<file path="src/rtl/vc_xbar.sv">
module vc_xbar #(
  parameter int NP = 4,
  parameter int NV = 2,
  parameter int DEPTH = 8,
  parameter int DW = 16,
  localparam int PW = $clog2(NP),
  localparam int VW = $clog2(NV)
) (
  input  logic                   clk,
  input  logic                   rst,
  input  logic [NP-1:0]          in_valid,
  input  logic [NP-1:0]          in_head,
  input  logic [NP-1:0]          in_tail,
  input  logic [NP-1:0][VW-1:0]  in_vc,
  input  logic [NP-1:0][DW-1:0]  in_data,
  output logic [NP-1:0]          out_valid,
  output logic [NP-1:0]          out_head,
  output logic [NP-1:0]          out_tail,
  output logic [NP-1:0][VW-1:0]  out_vc,
  output logic [NP-1:0][DW-1:0]  out_data,
  output logic [NP-1:0]          cr_ret,
  output logic [NP-1:0][VW-1:0]  cr_vc
);
  localparam int SW = $clog2(DEPTH);
  localparam int CW = $clog2(DEPTH + 1);
  localparam int FW = DW + 2;

  logic [FW-1:0]    mem   [NP][DEPTH];
  logic [SW-1:0]    nxt   [NP][DEPTH];
  logic [SW-1:0]    hd    [NP][NV];
  logic [SW-1:0]    tl    [NP][NV];
  logic [CW-1:0]    cnt   [NP][NV];
  logic [PW-1:0]    rt    [NP][NV];
  logic [DEPTH-1:0] free  [NP];
  logic [VW-1:0]    vptr  [NP];
  logic [NP-1:0]    lock;
  logic [PW-1:0]    own_p [NP];
  logic [VW-1:0]    own_v [NP];
  logic [PW-1:0]    optr  [NP];

  logic [FW-1:0]    hf    [NP][NV];
  logic [PW-1:0]    tg    [NP][NV];
  logic             elig  [NP][NV];
  logic             pu    [NP][NV];
  logic             po    [NP][NV];
  logic [NP-1:0]    has_free;
  logic [SW-1:0]    aslot [NP];
  logic             req_ok[NP];
  logic [VW-1:0]    req_v [NP];
  logic [PW-1:0]    req_t [NP];
  logic [NP-1:0]    pop;
  logic             gnt_ok[NP];
  logic [PW-1:0]    gnt_i [NP];
  logic [FW-1:0]    gflit [NP];
  logic [VW-1:0]    gvc   [NP];

  always_comb begin
    for (int p = 0; p < NP; p++) begin
      has_free[p] = |free[p];
      aslot[p] = '0;
      for (int s = DEPTH - 1; s >= 0; s--)
        if (free[p][s]) aslot[p] = SW'(s);
      for (int v = 0; v < NV; v++) begin
        hf[p][v] = mem[p][hd[p][v]];
        tg[p][v] = hf[p][v][FW-1] ? hf[p][v][PW-1:0] : rt[p][v];
        elig[p][v] = (cnt[p][v] != '0) &&
                     (hf[p][v][FW-1] ? !lock[tg[p][v]]
                                     : (lock[tg[p][v]] && own_p[tg[p][v]] == PW'(p) &&
                                        own_v[tg[p][v]] == VW'(v)));
      end
      req_ok[p] = 1'b0;
      req_v[p] = '0;
      for (int k = 0; k < NV; k++)
        if (!req_ok[p] && elig[p][VW'(vptr[p] + VW'(k))]) begin
          req_ok[p] = 1'b1;
          req_v[p] = VW'(vptr[p] + VW'(k));
        end
      req_t[p] = tg[p][req_v[p]];
    end
    for (int o = 0; o < NP; o++) begin
      gnt_ok[o] = 1'b0;
      gnt_i[o] = '0;
      for (int k = 0; k < NP; k++)
        if (!gnt_ok[o] && req_ok[PW'(optr[o] + PW'(k))] &&
            req_t[PW'(optr[o] + PW'(k))] == PW'(o)) begin
          gnt_ok[o] = 1'b1;
          gnt_i[o] = PW'(optr[o] + PW'(k));
        end
      gvc[o] = req_v[gnt_i[o]];
      gflit[o] = hf[gnt_i[o]][gvc[o]];
    end
    for (int p = 0; p < NP; p++) begin
      pop[p] = req_ok[p] && gnt_ok[req_t[p]] && gnt_i[req_t[p]] == PW'(p);
      for (int v = 0; v < NV; v++) begin
        pu[p][v] = in_valid[p] && has_free[p] && in_vc[p] == VW'(v);
        po[p][v] = pop[p] && req_v[p] == VW'(v);
      end
    end
  end

  always_ff @(posedge clk) begin
    if (rst) begin
      lock <= '0;
      out_valid <= '0;
      out_head <= '0;
      out_tail <= '0;
      out_vc <= '0;
      out_data <= '0;
      cr_ret <= '0;
      cr_vc <= '0;
      for (int p = 0; p < NP; p++) begin
        free[p] <= '1;
        vptr[p] <= '0;
        own_p[p] <= '0;
        own_v[p] <= '0;
        optr[p] <= '0;
        for (int v = 0; v < NV; v++) begin
          cnt[p][v] <= '0;
          hd[p][v] <= '0;
          tl[p][v] <= '0;
          rt[p][v] <= '0;
        end
      end
    end else begin
      for (int p = 0; p < NP; p++) begin
        cr_ret[p] <= pop[p];
        cr_vc[p] <= req_v[p];
        free[p] <= (free[p] & ~((in_valid[p] && has_free[p]) ? (DEPTH'(1) << aslot[p]) : '0))
                 | (pop[p] ? (DEPTH'(1) << hd[p][req_v[p]]) : '0);
        if (in_valid[p] && has_free[p])
          mem[p][aslot[p]] <= {in_head[p], in_tail[p], in_data[p]};
        if (pop[p]) vptr[p] <= VW'(req_v[p] + 1'b1);
        for (int v = 0; v < NV; v++) begin
          cnt[p][v] <= cnt[p][v] + CW'(pu[p][v]) - CW'(po[p][v]);
          if (pu[p][v]) tl[p][v] <= aslot[p];
          if (pu[p][v] && cnt[p][v] != '0) nxt[p][tl[p][v]] <= aslot[p];
          if (po[p][v]) hd[p][v] <= (cnt[p][v] == CW'(1)) ? aslot[p] : nxt[p][hd[p][v]];
          else if (pu[p][v] && cnt[p][v] == '0) hd[p][v] <= aslot[p];
          if (po[p][v] && hf[p][v][FW-1]) rt[p][v] <= tg[p][v];
        end
      end
      for (int o = 0; o < NP; o++) begin
        out_valid[o] <= gnt_ok[o];
        if (gnt_ok[o]) begin
          out_head[o] <= gflit[o][FW-1];
          out_tail[o] <= gflit[o][FW-2];
          out_data[o] <= gflit[o][DW-1:0];
          out_vc[o] <= gvc[o];
          optr[o] <= PW'(gnt_i[o] + 1'b1);
          if (gflit[o][FW-2]) lock[o] <= 1'b0;
          else if (gflit[o][FW-1]) begin
            lock[o] <= 1'b1;
            own_p[o] <= gnt_i[o];
            own_v[o] <= gvc[o];
          end
        end
      end
    end
  end
endmodule

</file>
<file path="config.mk">
export PLATFORM = sky130hd
export DESIGN_NAME = vc_xbar
export DESIGN_NICKNAME = d
export VERILOG_FILES = /design/src/rtl/vc_xbar.sv
export SDC_FILE = /design/constraint.sdc
export NUM_CORES = 2
export LEC_CHECK = 0
export BUFFER_PORTS_ARGS = -buffer_cell sky130_fd_sc_hd__buf_2
export CAP_MARGIN = 20
export CORE_MARGIN = 2
export CORE_UTILIZATION = 55
export DETAILED_ROUTE_END_ITERATION = 7
export PLACE_DENSITY = 0.75
export SYNTH_ARGS = -nofsm -noshare
export SYNTH_HDL_FRONTEND = slang
export SYNTH_SLANG_ARGS = --single-unit
</file>
<file path="constraint.sdc">
create_clock -name clk -period 5.8 [get_ports clk]
set_input_delay 0.58 -clock clk [delete_from_list [all_inputs] [get_ports clk]]
set_output_delay 0.58 -clock clk [all_outputs]
set_load 0.01 [all_outputs]
</file>
---- After elaboration in Yosys (flattened, before gate mapping) ----
Memories as Yosys holds them, arrays and structs flattened.
Cells that the tools add are included.
W data, S select, Z words.
operators by class
  add/subtract/negate cells ............... 40
  $lt $le $gt $ge ......................... 80
  eq/ne operators ......................... 29
  shifts and indexed selects .............. 8
  mux-type cells .......................... 755
  bitwise logic cells ..................... 240
  reduce and logical (&&, ||, !) cells .... 179
operators by type and width
  cell                   count
  $mux W144              4
  $mux W18               32
  $bmux W18 S3           8
  $mux W1                407
  $mux W3                100
  $bmux W36 S2           4
  $mux W36               8
  $demux W18 S3          4
  $mux W24               8
  $mux W2                92
  $or A1 B1 Y1           156
  $logic_and A1 B1 Y1    120
  $mux W8                12
  $bmux W2 S2            20
  $ge A4 B4 Y1 const B   20
  $not A3 Y4             20
  $bmux W3 S3            8
  $demux W3 S3           8
  $ge A3 B3 Y1 const B   24
  $not A2 Y3             24
  $bmux W1 S2            32
  $shl A1 B3 Y8 const A  8
  $lt A4 B1 Y1 const B   12
  $add A4 B1 Y4          8
  22 further kinds       192
storage, ports and cells
  register bits after elaboration ......... 92
  memory bits (writable) .................. 824
  bits of input ports ..................... 82
  output and inout bits ................... 88
  logic and storage cells ................. 1368
  memories ................................ 11
memories
  memory       depth  width  read ports  clocked after memory_dff  write ports  line  RTL
  mem          4      144    4           0                         4            28    logic [FW-1:0] mem [NP][DEPTH];
  nxt          4      24     4           0                         4            29    logic [SW-1:0] nxt [NP][DEPTH];
  cnt          4      8      4           0                         4            32    logic [CW-1:0] cnt [NP][NV];
  free         4      8      4           0                         4            34    logic [DEPTH-1:0] free [NP];
  hd           4      6      4           0                         4            30    logic [SW-1:0] hd [NP][NV];
  tl           4      6      4           0                         4            31    logic [SW-1:0] tl [NP][NV];
  +5 memories  n/a    n/a    n/a         n/a                       n/a          n/a

---- Logic depth before layout (Yosys ltp) ----
An unclocked memory read counts as a cell.
  word-level depth ........................ 55
  gate-level depth with buffers ........... 25
  depth with buffers taken out ............ 22

---- Worst setup path after synthesis ----
OpenSTA, ideal clock, no wires.
  path kind ............................... register to register
  start point ............................. memory hd[1][3] (netlist bit)
  end point ............................... memory cnt[3][6] (netlist bit)
  setup time .............................. 0.128 ns
  arrival ................................. 5.355 ns
  setup slack ............................. 0.317 ns
  stages on the path, launching flop included .. 23
  path buffers ............................ 1
  cell sequence ........................... edfxtp_1 buf_4 mux4_2 mux2i_4 mux2i_4 mux2_1 and2_1 o31a_1 a2111oi_2 nor4_1 a311oi_2 a21boi_2 o21ai_4 o311a_1 or2_4 inv_2 ha_1 inv_1 ha_1 inv_1 fa_1 xor2_1 nor2_1
RTL lines
  item                line
  start: declaration  30
  end: declaration    32

==> flow_summary.yaml <==
floorplanning:
  row_count: 109
  boundaryPins: 170
  fp.dieH_um: 304
  coreArea_um2: 88600
  fp.dieW_um: 304
  initial_core_util_pct: 55.7
  fp.dieArea_um2: 92200
sta:
  fin_hold_ws_ns: 0.151
  clock.fmax_ghz: 0.178
  hold_violations: 0
  period_share_pct: 97.1
  min_period_ns: 5.63
  worst_pin_slew_ns: 1.31
  slew_headroom_pct: 10.1
  setup_viol: 0
  skew_ns: 0.0517
  drv_slew: 0
clock_network:
  path_clk_slew_ns: 0.06
  ctsHoldBuffers: 0
  cts_buffer_depth: 3
  clk_latency_ns: 0.70
  cts_made_buffers: 95
  cts-root-buf: "clkbuf_16"
  cts_tree: "built"
  clock_sinks: 916
  htree_num_levels: 3
grt:
  grt_pass1_wl_um: 212000
  antenna_found_initial: 15
  grt_use_met3_pct: 5.65
  top_usage_layer: "met2"
  grt_max_degree: 87
  grtUsageMet2_pct: 47.3
  gr-total-overflow: 0
  grt_pass1_vias: 33000
  gr-usage-all-layers_pct: 31.3
  met1_usage_pct: 43.5
logic_synthesis:
  ys_async_sr_fraction_pct: 0
  netlist_instances: 3556
  synth_warnings: 0
  synth_area_per_cell_um2: 13.9
  synth_top_family_by_area: "multiplexers"
  yosysSeqAreaShare_pct: 52.6
  yosys-mux-area-fraction_pct: 27.8
  synth_compound_area_share_pct: 7.39
  synth.cell_area_um2: 49400
  synthXorXnorAreaFrac_pct: 0.319
  synth_fa_ha_area_share_pct: 1.34
  ys_dominant_reg_cell: "edfxtp_1"
  synth_fp_nets: 3686
  synth_edf_count: 760
  synth_simple_gate_area_share_pct: 7.68
  ys_ff_latch: 916
  ys_types: 107
setup_path:
  cp.arrival_ns: 6.18
  crit_slowest_cell: "mux4_2"
  start_kind: "flop"
  cp_cell_sequence: "mux4_2 > mux2i_4 > mux2_4 > mux2i_2 > mux2_2 > o31ai_4 > buf_4 > nand4b_1 > a2111o_1 > nand4b_1 > buf_4 > o22a_1 > o311a_1 > buf_4 > nor2_2 > ha_1 > inv_1 > ha_1 > inv_1 > fa_1 > xor2_1 > nor2_1"
  r2r_cells: 22
  crit_type: "flop to flop"
  cpPeakStageDelay_ns: 0.55
  path_buf_inv: 5
  crit_path_end_kind: "flop"
  r2r-start: "hd[0][0]"
  startpoint: "hd[0][0]"
  cp.required_ns: 6.35
  r2r_slack_ns: 0.17
  reg2reg_to: "cnt[3][2]"
  critPathTopFamily: "multiplexers"
  cpMostUsedCell: "buf_4"
  worstPathMaxFanout: 6
run_status:
  status: "finished clean"
place:
  portBuffers: 169
  gp_congestion: 1.03
  dp_hpwl_um: 101000
worst_hold_path:
  worstHoldPathCells: 1
  hold_class: "input port to flop"
  hp-start: "in_tail[2]"
  min_to: "mem[2][142]"
route:
  route.vias.total: 34100
  firstDrtPassIters: 7
  wl_um: 145000
  drc: 0
  viasPerCell: 6.71
  wire_per_inst_um: 28.4
  antenna_left: 0
  drt-initial-drc-count: 4505
layout:
  area_delta_synth_final_pct: 13.9
  final_layout_size_suffix_gt1_share_pct: 28.8
  num-fill-cells: 6489
  fin_nets: 3965
flow_run:
  maxCapViolations: 0
through the flow:
step	area [µm²]	std cells	util, %	worst slack [ns]	setup TNS, ns
floorplan	49400	3556	-	0.317	0
global placement	52500	4869	59.2	0.0881	0
detailed placement	52500	4872	59.2	0.0830	0
CTS	55600	5052	62.7	0.00132	0
global route	56200	5088	63.4	-0.0376	-0.0889
finish	56200	5089	63.4	0.168	0
cells in the mapped netlist, types with 6 or more instances:
library cell  count  area share (%)
and2_1           13            0.16
buf_2            24            0.24
nand4b_1         10            0.18
a31oi_1          18            0.23
and3_1           28            0.35
mux4_2          380              17
xor2_1            6            0.11
edfxtp_1        760              46
nand2_1         300             2.3
nor3b_1          12            0.18
a21oi_1         127             1.3
o211a_1           7            0.14
inv_1           118            0.90
a21o_1           11            0.17
nor4_1           14            0.18
mux2i_4           6            0.27
o21ai_1          10            0.10
buf_4            15            0.23
buf_1            39            0.30
o31ai_1          13            0.20
o22ai_1          52            0.66
a211oi_1         19            0.29
o221ai_1          9            0.16
nand3b_1         10            0.15
xnor2_1          12            0.21
or3_1            10            0.13
nand2b_1         28            0.35
o32ai_1          11            0.20
fa_1              8            0.32
mux2i_1         395             8.0
mux2_2           87             2.0
nand3_1          39            0.40
nor3_1           48            0.49
nor2b_1          22            0.28
dfxtp_1         156             6.3
ha_1             40             1.0
o31a_1            6            0.11
o211ai_1         74             1.1
nor2_1          238             1.8
clkbuf_1        149             1.1
a311oi_1          7            0.12
o21ai_0          78            0.79
cell type report:
cell class | instances | area [µm²] | share of cell area [%]
sequential | 916 | 25900 | 46.2
multi-input combinational | 2285 | 22400 | 39.8
timing repair buffer | 411 | 2870 | 5.11
clock buffer | 138 | 2710 | 4.81
tap | 1165 | 1460 | 2.59
inverter | 126 | 473 | 0.841
clock inverter | 42 | 375 | 0.668
antenna | 6 | 15.0 | 0.0267
per-layer routing:
metal  wire [µm]  part of all wire (%)
met5          83                 0.057
met4        8100                   5.6
met2       65700                    45
met1       56300                    39
met3       14400                    10
worst register-to-register path, cell delays in order, from the launching register on:
cell,delay [ns]
edfxtp_1,0.45
mux4_2,0.56
mux2i_4,0.24
mux2_4,0.37
mux2i_2,0.17
mux2_2,0.36
o31ai_4,0.32
buf_4,0.17
nand4b_1,0.25
a2111o_1,0.45
nand4b_1,0.12
buf_4,0.18
o22a_1,0.25
o311a_1,0.22
buf_4,0.16
nor2_2,0.05
ha_1,0.28
inv_1,0.06
ha_1,0.16
inv_1,0.06
fa_1,0.41
xor2_1,0.15
nor2_1,0.05
cell families after synthesis:
logic type / Yosys count
flops: 916
xor+xnor: 18
buf+inv: 356
simple gates: 815
mux: 875
fa+ha+maj: 48
compound gates: 528
cells in the final DEF (no fill, tap or decap), types with 18 or more instances in the layout:
master / count
edfxtp_1: 760
mux2i_1: 383
mux4_2: 380
nand2_1: 300
buf_4: 223
nor2_1: 220
buf_2: 168
dfxtp_1: 156
a21oi_1: 126
inv_1: 118
clkbuf_16: 101
mux2_2: 86
o21ai_0: 76
o211ai_1: 74
o22ai_1: 51
nor3_1: 46
ha_1: 40
nand3_1: 37
clkbuf_1: 29
and3_1: 28
nand2b_1: 28
nor2b_1: 22
nor2_2: 19
a31oi_1: 18
state kept, by name, summed over array words and instances, names as in the netlist:
signal     flops
out_data      64
cnt           32
tl            24
hd            24
mem          576
own_v          4
out_head       4
lock           4
own_p          8
out_vc         4
cr_vc          4
free          32
out_valid      4
vptr           4
optr           8
nxt           96
out_tail       4
cr_ret         4
rt            16
worst max-delay path by stage:
stage,to,slack (ns),cells after the start
6_report,cnt[3][2],0.17,22
4_1_cts,cnt[1][6],0.001,23
3_3_place_gp,cnt[1][6],0.09,23
5_1_grt,cnt[0][2],-0.04,24
3_5_place_dp,cnt[2][2],0.08,22
2_1_floorplan,cnt[3][6],0.32,22
repair_timing:
| action | 4_1_cts | 5_1_grt |
|---|---|---|
| gates resized for setup | 0 | 55 |
| buffers inserted | 0 | 27 |
| endpoints found under the setup margin | 0 | 75 |
Power is not shown: default switching activity piles up to over one toggle a cycle in this logic, so the estimate is an artifact.
